===== src/rtl/coh_prof_pkg.sv =====
package coh_prof_pkg;

  typedef struct packed {
    logic clr;
    logic incAcc;
    logic incCoreMiss;
    logic addLat;
  } profStrobe_t;

  typedef enum logic [1:0] {
    SEL_ACC   = 2'd0,
    SEL_CMISS = 2'd1,
    SEL_LAT   = 2'd2,
    SEL_NONE  = 2'd3
  } rdSel_e;

  localparam int NUM_STATS = 3;

endpackage


===== src/rtl/prof_sat_accum.sv =====
module prof_sat_accum #(
  parameter int W    = 64,
  parameter int IN_W = 16
) (
  input  logic            clk,
  input  logic            rst_n,
  input  logic            clr,
  input  logic            en,
  input  logic [IN_W-1:0] addend,
  output logic [W-1:0]    total
);
  logic [W:0]   sumWide;
  logic [W-1:0] nextVal;

  always_comb begin
    sumWide = {1'b0, total} + (W+1)'(addend);
    nextVal = sumWide[W] ? {W{1'b1}} : sumWide[W-1:0];
  end

  always_ff @(posedge clk or negedge rst_n) begin
    if (!rst_n)   total <= '0;
    else if (clr) total <= '0;
    else if (en)  total <= nextVal;
  end
endmodule


===== src/rtl/prof_ctrl.sv =====
module prof_ctrl
  import coh_prof_pkg::*;
#(
  parameter int CORE_W = 7
) (
  input  logic              threadSwap,
  input  logic              sampleEn,
  input  logic              accValid,
  input  logic [CORE_W-1:0] homeCore,
  input  logic [CORE_W-1:0] localCore,
  input  logic              missDone,
  output profStrobe_t       strb
);
  logic live;
  logic remoteHome;

  always_comb begin
    live             = sampleEn && !threadSwap;
    remoteHome       = (homeCore != localCore);
    strb.clr         = threadSwap;
    strb.incAcc      = live && accValid;
    strb.incCoreMiss = live && accValid && remoteHome;
    strb.addLat      = live && missDone;
  end
endmodule


===== src/rtl/prof_dpath.sv =====
module prof_dpath
  import coh_prof_pkg::*;
#(
  parameter int CNT_W = 64,
  parameter int LAT_W = 16
) (
  input  logic              clk,
  input  logic              rst_n,
  input  profStrobe_t       strb,
  input  logic [LAT_W-1:0]  missLat,
  input  logic [1:0]        rdSel,
  output logic [CNT_W-1:0]  accCnt,
  output logic [CNT_W-1:0]  coreMissCnt,
  output logic [CNT_W-1:0]  latTotal,
  output logic [CNT_W-1:0]  rdData
);
  localparam logic [LAT_W-1:0] ONE = LAT_W'(1);

  logic [NUM_STATS-1:0] enVec;
  logic [LAT_W-1:0]     addVec [NUM_STATS];
  logic [CNT_W-1:0]     totVec [NUM_STATS];

  always_comb begin
    enVec[0]  = strb.incAcc;
    enVec[1]  = strb.incCoreMiss;
    enVec[2]  = strb.addLat;
    addVec[0] = ONE;
    addVec[1] = ONE;
    addVec[2] = missLat;
  end

  for (genvar g = 0; g < NUM_STATS; g++) begin : gStat
    prof_sat_accum #(.W(CNT_W), .IN_W(LAT_W)) uAcc (
      .clk    (clk),
      .rst_n  (rst_n),
      .clr    (strb.clr),
      .en     (enVec[g]),
      .addend (addVec[g]),
      .total  (totVec[g])
    );
  end

  assign accCnt      = totVec[0];
  assign coreMissCnt = totVec[1];
  assign latTotal    = totVec[2];

  always_comb begin
    case (rdSel_e'(rdSel))
      SEL_ACC:   rdData = totVec[0];
      SEL_CMISS: rdData = totVec[1];
      SEL_LAT:   rdData = totVec[2];
      default:   rdData = '0;
    endcase
  end

  AST_ACC_NOWRAP: assert property (@(posedge clk) disable iff (!rst_n)
    !strb.clr |=> accCnt >= $past(accCnt));
  AST_CMISS_NOWRAP: assert property (@(posedge clk) disable iff (!rst_n)
    !strb.clr |=> coreMissCnt >= $past(coreMissCnt));
  AST_LAT_NOWRAP: assert property (@(posedge clk) disable iff (!rst_n)
    !strb.clr |=> latTotal >= $past(latTotal));
  AST_MISS_LE_ACC: assert property (@(posedge clk) disable iff (!rst_n)
    coreMissCnt <= accCnt);
  AST_RD_NONE: assert property (@(posedge clk) disable iff (!rst_n)
    rdSel == 2'd3 |-> rdData == '0);
endmodule


===== src/rtl/coh_stat_profiler.sv =====
module coh_stat_profiler
  import coh_prof_pkg::*;
#(
  parameter int CNT_W  = 64,
  parameter int LAT_W  = 16,
  parameter int CORE_W = 7
) (
  input  logic              clk,
  input  logic              rst_n,
  input  logic              threadSwap,
  input  logic              sampleEn,
  input  logic              accValid,
  input  logic [CORE_W-1:0] homeCore,
  input  logic [CORE_W-1:0] localCore,
  input  logic              missDone,
  input  logic [LAT_W-1:0]  missLat,
  input  logic [1:0]        rdSel,
  output logic [CNT_W-1:0]  accCount,
  output logic [CNT_W-1:0]  coreMissCount,
  output logic [CNT_W-1:0]  latSum,
  output logic [CNT_W-1:0]  rdData
);
  profStrobe_t strb;

  prof_ctrl #(.CORE_W(CORE_W)) uCtrl (
    .threadSwap (threadSwap),
    .sampleEn   (sampleEn),
    .accValid   (accValid),
    .homeCore   (homeCore),
    .localCore  (localCore),
    .missDone   (missDone),
    .strb       (strb)
  );

  prof_dpath #(.CNT_W(CNT_W), .LAT_W(LAT_W)) uDpath (
    .clk         (clk),
    .rst_n       (rst_n),
    .strb        (strb),
    .missLat     (missLat),
    .rdSel       (rdSel),
    .accCnt      (accCount),
    .coreMissCnt (coreMissCount),
    .latTotal    (latSum),
    .rdData      (rdData)
  );

  AST_HOLD_IDLE: assert property (@(posedge clk) disable iff (!rst_n)
    (!sampleEn && !threadSwap) |=> ($stable(accCount) && $stable(coreMissCount) && $stable(latSum)));
  AST_SWAP_CLEARS: assert property (@(posedge clk) disable iff (!rst_n)
    threadSwap |=> (accCount == '0 && coreMissCount == '0 && latSum == '0));
endmodule


===== config.mk =====
export PLATFORM = sky130hd
export DESIGN_NAME = coh_stat_profiler
export DESIGN_NICKNAME = d
export VERILOG_FILES = /design/src/rtl/coh_prof_pkg.sv /design/src/rtl/prof_sat_accum.sv /design/src/rtl/prof_ctrl.sv /design/src/rtl/prof_dpath.sv /design/src/rtl/coh_stat_profiler.sv
export SDC_FILE = /design/constraint.sdc
export NUM_CORES = 1
export LEC_CHECK = 0
export BUFFER_PORTS_ARGS = -buffer_cell sky130_fd_sc_hd__buf_2
export CORE_MARGIN = 4
export CORE_UTILIZATION = 52
export CTS_BUF_LIST = sky130_fd_sc_hd__clkbuf_8
export CTS_CLUSTER_SIZE = 8
export DETAILED_ROUTE_END_ITERATION = 16
export GPL_TIMING_DRIVEN = 0
export PLACE_DENSITY = 0.75
export SLEW_MARGIN = 20
export SYNTH_ARGS = -nofsm -noshare
export SYNTH_HDL_FRONTEND = slang
export SYNTH_HIERARCHICAL = 1
export SYNTH_SLANG_ARGS = --single-unit

===== constraint.sdc =====
create_clock -name clk -period 3.1 [get_ports clk]
set_input_delay 0 -clock clk [delete_from_list [all_inputs] [get_ports clk]]
set_output_delay 0 -clock clk [all_outputs]
set_load 0.005 [all_outputs]

# Word-level counts from Yosys, hierarchy flattened
# Cells that the tools add are included.
# totals
reg_bits,192
output_inout_bits,256
in_bits,38
# op_classes
n_reduce_logical,9
addsub,3
n_mux,10
eq_ne,3
# ops
operator,count
$mux W64,9
$pmux W64 S3,1
$add A64 B1 Y65 const B,2
$add A64 B16 Y65,1
$ne A7 B7 Y1,1
$reduce_bool A2 Y1,3
$logic_and A1 B1 Y1,4
$eq A2 B1 Y1 const B,1
$eq A2 B2 Y1 const B,1
$logic_not A2 Y1,1
$logic_not A1 Y1,1

# Depth between registers and ports, before layout
# logic_depth
word_depth,6
depth_mapped,11
ltp_nobuf,10

# Cells and area by module
# Netlist, hierarchy kept.
# by_module_without_submodules
mod,n_inst,seq_area_each_um2,cells_each,area_each_um2
prof_sat_accum,3,1601.5,539,4519.3
prof_dpath,1,0.0,152,1418.9
prof_ctrl,1,0.0,12,103.8

# Worst setup path after synthesis
# OpenSTA, ideal clock, no wires.
# synth_timing
kind,register -> register
startpoint,reg uDpath.gStat[2].uAcc.total[0]
endpoint,reg uDpath.gStat[2].uAcc.total[54]
path_slack_ps,251
arrival_ps,2714
path_stages_with_launch,11
cell_sequence,dfrtp_1 ha_1 fa_1 a211oi_1 o211ai_2 and4b_1 o211ai_1 nand2_1 buf_2 nor3_1 a31oi_1
# synth_via
elab_chain_len,4
# synth_rtl
element,line_no,text
"start, declared",prof_sat_accum.sv:10,output logic [W-1:0] total
"start signal, assigned",prof_sat_accum.sv:23,else if (en) total <= nextVal;
$add A64 B16 Y65,prof_sat_accum.sv:16,"sumWide = {1'b0, total} + (W+1)'(addend);"
$mux W64,prof_sat_accum.sv:17,nextVal = sumWide[W] ? {W{1'b1}} : sumWide[W-1:0];
$mux W64,prof_sat_accum.sv:23,
$mux W64,prof_sat_accum.sv:22,else if (clr) total <= '0;
# Every way passes these cells. The select of a mux whose other input is x is not followed.
# A chain may end at the register's enable or synchronous reset.

# Final worst setup path
# layout_timing
startpoint,reg uDpath.gStat[2].uAcc.total[0]
endpoint,reg uDpath.gStat[2].uAcc.total[30]
# The elaborated chain is that of the path after synthesis.

==> flow_summary_export.csv <==
group,metric,value,unit
setup_path,crit_path_start_kind,"flop",
cells_and_area,final_util,0.633,
cells_and_area,largest_reg_flops,192,
floorplan,design.die.area,0.0318,sq mm
logic_synthesis,yosysUniqueCellTypes,71,
timing,layout_worst_path_cycle_share,0.977,
setup_path,crit_start,"uDpath/gStat[2].uAcc/total[0]",
cells_and_area,syn2layout_area_growth,20.2,%
cells_and_area,antenna_cells,0,
setup_path,crit_end,"uDpath/gStat[2].uAcc/total[30]",
clock_tree,cts.clk_slew.worst_paths,100,ps
setup_path,r2r_end,"uDpath/gStat[2].uAcc/total[30]",
setup_path,worstPathArrival,3390,ps
logic_synthesis,synth-seq-cells,192,
placed_design,io_buffers,293,
setup_path,worstPathRequired,3460,ps
floorplan,row_count,62,
cells_and_area,regMostFlops,"uDpath/gStat.uAcc/total",
placed_design,place_hpwl,52.0,mm
logic_synthesis,ys_seq_area_frac,0.319,
floorplan,core_region_area,0.0286,sq mm
setup_path,endpoint_kind,"flop",
logic_synthesis,syn_inst,1781,
timing,finalSetupViolCount,0,
detailed_routing,via_per_inst,6.96,
run_status,status,"finished clean",
timing,max_freq,0.330,GHz
clock_tree,cts-root-buf,"clkbuf_8",
logic_synthesis,ys.flop_type,"dfrtp_1",
power,p_leak,8.17,nW
logic_synthesis,synth_top_area_share,0.319,
detailed_routing,vias,17800,
logic_synthesis,synth_area_leaders,"dfrtp_1, mux2i_1, nor2_1",
detailed_routing,drc,0,
power,irDropWorstVdd,218,uV
detailed_routing,drtAntennaViolNets,0,
timing,hold_ws,20.2,ps
placed_design,routabilityCongestion,1.01,
clock_tree,clkLatencyLatePin,520,ps
timing,drv_slew,0,
setup_path,rrSetupSlack,70,ps
global_routing,grtUsageMet1,0.554,
floorplan,floorplan.initialDensity,0.527,
logic_synthesis,ys_warn_count,6,
clock_tree,numCtsBuffers,17,
global_routing,grt_pass1_vias,16700,
logic_synthesis,synth_commonest_cells,"dfrtp_1, nor2_1, nand2_1, a21oi_1, mux2i_1",
cells_and_area,drive_above_1_share,0.240,
setup_path,timing.rr.start,"uDpath/gStat[2].uAcc/total[0]",
power,swShare,0.333,
global_routing,busiest_layer,"met2",
power,p_per_area,296,mW/mm^2
power,p_clk_frac,0.318,
setup_path,critPathMaxFanout,9,
clock_tree,htreeDepth,4,
power,power.switching,1.79,mW
global_routing,grt_pass1_wl,102,mm
logic_synthesis,synthArstFlopShare,1.00,
setup_path,ff2ff_path_depth,9,
floorplan,die-width,178,um
floorplan,io_pins,294,
detailed_routing,drt-initial-drc-count,2870,
flow_run,drv_cap,0,
timing,tightest_slew,904,ps
global_routing,grt_overflow,0,
floorplan,die_y,178,um
detailed_routing,drt_wl_total,68.7,mm
logic_synthesis,synth_edf_count,0,
logic_synthesis,yosysMostFrequentCell,"dfrtp_1",
clock_tree,cts_tree,"built",
power,seq_power_share,0.482,
global_routing,grt.total_usage,0.418,
min_path,holdCritPathClass,"in -> reg",
timing,hold_viol_final,0,
power,combPwrFrac,0.200,
logic_synthesis,syn_area_per_cell,8.47,sq um
cells_and_area,fin_nets,2252,
detailed_routing,drt-wirelength-per-cell,26.8,um
global_routing,met2_usage,0.645,
cells_and_area,top_regs,"uDpath/gStat.uAcc/total (192)",
global_routing,grt_util_met3,0.102,
global_routing,grt_max_degree,87,
power,intPower,3.58,mW
global_routing,antenna_found_initial,0,
clock_tree,clock_sinks,192,
setup_path,criticalPathCategory,"reg -> reg",
timing,min_period,3030,ps
logic_synthesis,synth_area_leader_cell,"dfrtp_1",
timing,fin_worst_skew,27.7,ps
logic_synthesis,synth_area,0.0151,sq mm
timing,slew-limit-headroom,0.394,
clock_tree,clk_path_buf_depth,2,
detailed_routing,dr.pass1.iters,7,
-- stage by stage --
| step | std cells | worst slack [ps] | setup TNS, ps | power, mW | instance area, sq um |
|---|---|---|---|---|---|
| 3_5_place_dp | 2492 | -947 | -62900 | 3.61 | 17200 |
| 5_1_grt | 2560 | -26.8 | -56.7 | 5.56 | 18100 |
| 2_1_floorplan | 1813 | 251 | 0 | 3.24 | 15200 |
| 3_3_place_gp | 2490 | -1390 | -330020 | 3.57 | 17100 |
| 4_1_cts | 2545 | 10.6 | 0 | 5.30 | 17900 |
| 6_report | 2560 | 70.1 | 0 | 5.37 | 18100 |
-- critical path: stages (launching register included) --
cell      delay (ps)
dfrtp_1          450
ha_1             250
fa_2             410
a211oi_4         260
o21ai_1          170
nand4_1          180
and3_1           540
o21ai_0          330
a21oi_1          210
a311oi_1          70
-- layout by cell type (no fill, tap or decap), types with 10 or more instances in the layout --
cell         n
clkbuf_1    44
conb_1      34
nand3_1     69
a311oi_1    69
ha_1        46
a21o_1      24
inv_1       52
o21ai_0     48
nor4_1      27
clkbuf_8    18
a21oi_1    115
and4_1      21
a31oi_1     36
nor3_1      48
or3_1       15
o2bb2ai_1   64
nor2_1     183
o21a_1      18
nand4_1     61
o211ai_1    12
dfrtp_2     10
xnor2_1     25
dfrtp_1    182
a211oi_1    30
buf_4       38
buf_2      336
mux2i_1     82
nand2_1    119
xor2_1      24
and2_1      21
and3_1      57
o31ai_1     12
a41oi_1     18
-- timing repair --
| item | in CTS | in global routing |
|---|---|---|
| setup buffers | 19 | 16 |
| endpoints found under the hold margin | 137 | 0 |
| endpoints found under the setup margin | 181 | 125 |
| gates resized for setup | 31 | 52 |
| pin swaps | 9 | 14 |
| hold buffers | 3 | 0 |
-- area by class of cell --
| class | instances | area, sq um |
|---|---|---|
| fillers | 2535 | 10500 |
| inverters | 51 | 191 |
| well taps | 384 | 480 |
| multi-input cells | 1449 | 9740 |
| flip-flops and latches | 192 | 4820 |
| plain buffers | 119 | 699 |
| clock buffers | 18 | 248 |
| clock inverters | 14 | 126 |
| repair buffers | 333 | 1820 |
-- routing by layer --
metal / wire, um / vias to the layer above
li1: - / 7566
met3: 7990 / 285
met5: 0 / -
met4: 3870 / 0
met2: 30600 / 1382
met1: 26200 / 8582
-- power groups by stage --
stage | registers (mW) | logic (mW) | clock network, mW
after floorplan | 2.62 | 0.624 | 0
after global placement | 2.64 | 0.936 | 0
after detailed placement | 2.64 | 0.971 | 0
after CTS | 2.59 | 1.00 | 1.71
after global routing | 2.59 | 1.15 | 1.81
final | 2.59 | 1.07 | 1.71
-- cell families (layout without fill, tap and decap cells) --
family | Yosys count | count (layout) | synth area share
multiplexers | 82 | 82 | 0.0544
adder cells (fa/ha/maj) | 51 | 51 | 0.0438
buffers and inverters | 172 | 535 | 0.0561
AO/OA/AOI/OAI | 536 | 536 | 0.258
XOR/XNOR | 49 | 49 | 0.0285
AND/OR/NAND/NOR | 697 | 697 | 0.240
other | 2 | 34 | 0.000498
flip-flops | 192 | 192 | 0.319
-- how the worst min path moves through the flow --
stage                                              from                              to  slack, ps  depth (start not counted)
after global routing                         missLat[0]   uDpath/gStat[2].uAcc/total[0]         20                          4
final                                        missLat[0]   uDpath/gStat[2].uAcc/total[0]         20                          4
after floorplan                                   rst_n   uDpath/gStat[0].uAcc/total[0]       -300                          0
after detailed placement                          rst_n  uDpath/gStat[2].uAcc/total[10]        -60                          1
after CTS                                    missLat[0]   uDpath/gStat[2].uAcc/total[0]          2                          4
after global placement    uDpath/gStat[0].uAcc/total[7]                     accCount[7]        500                          1
(Power assumes the default switching activity.)
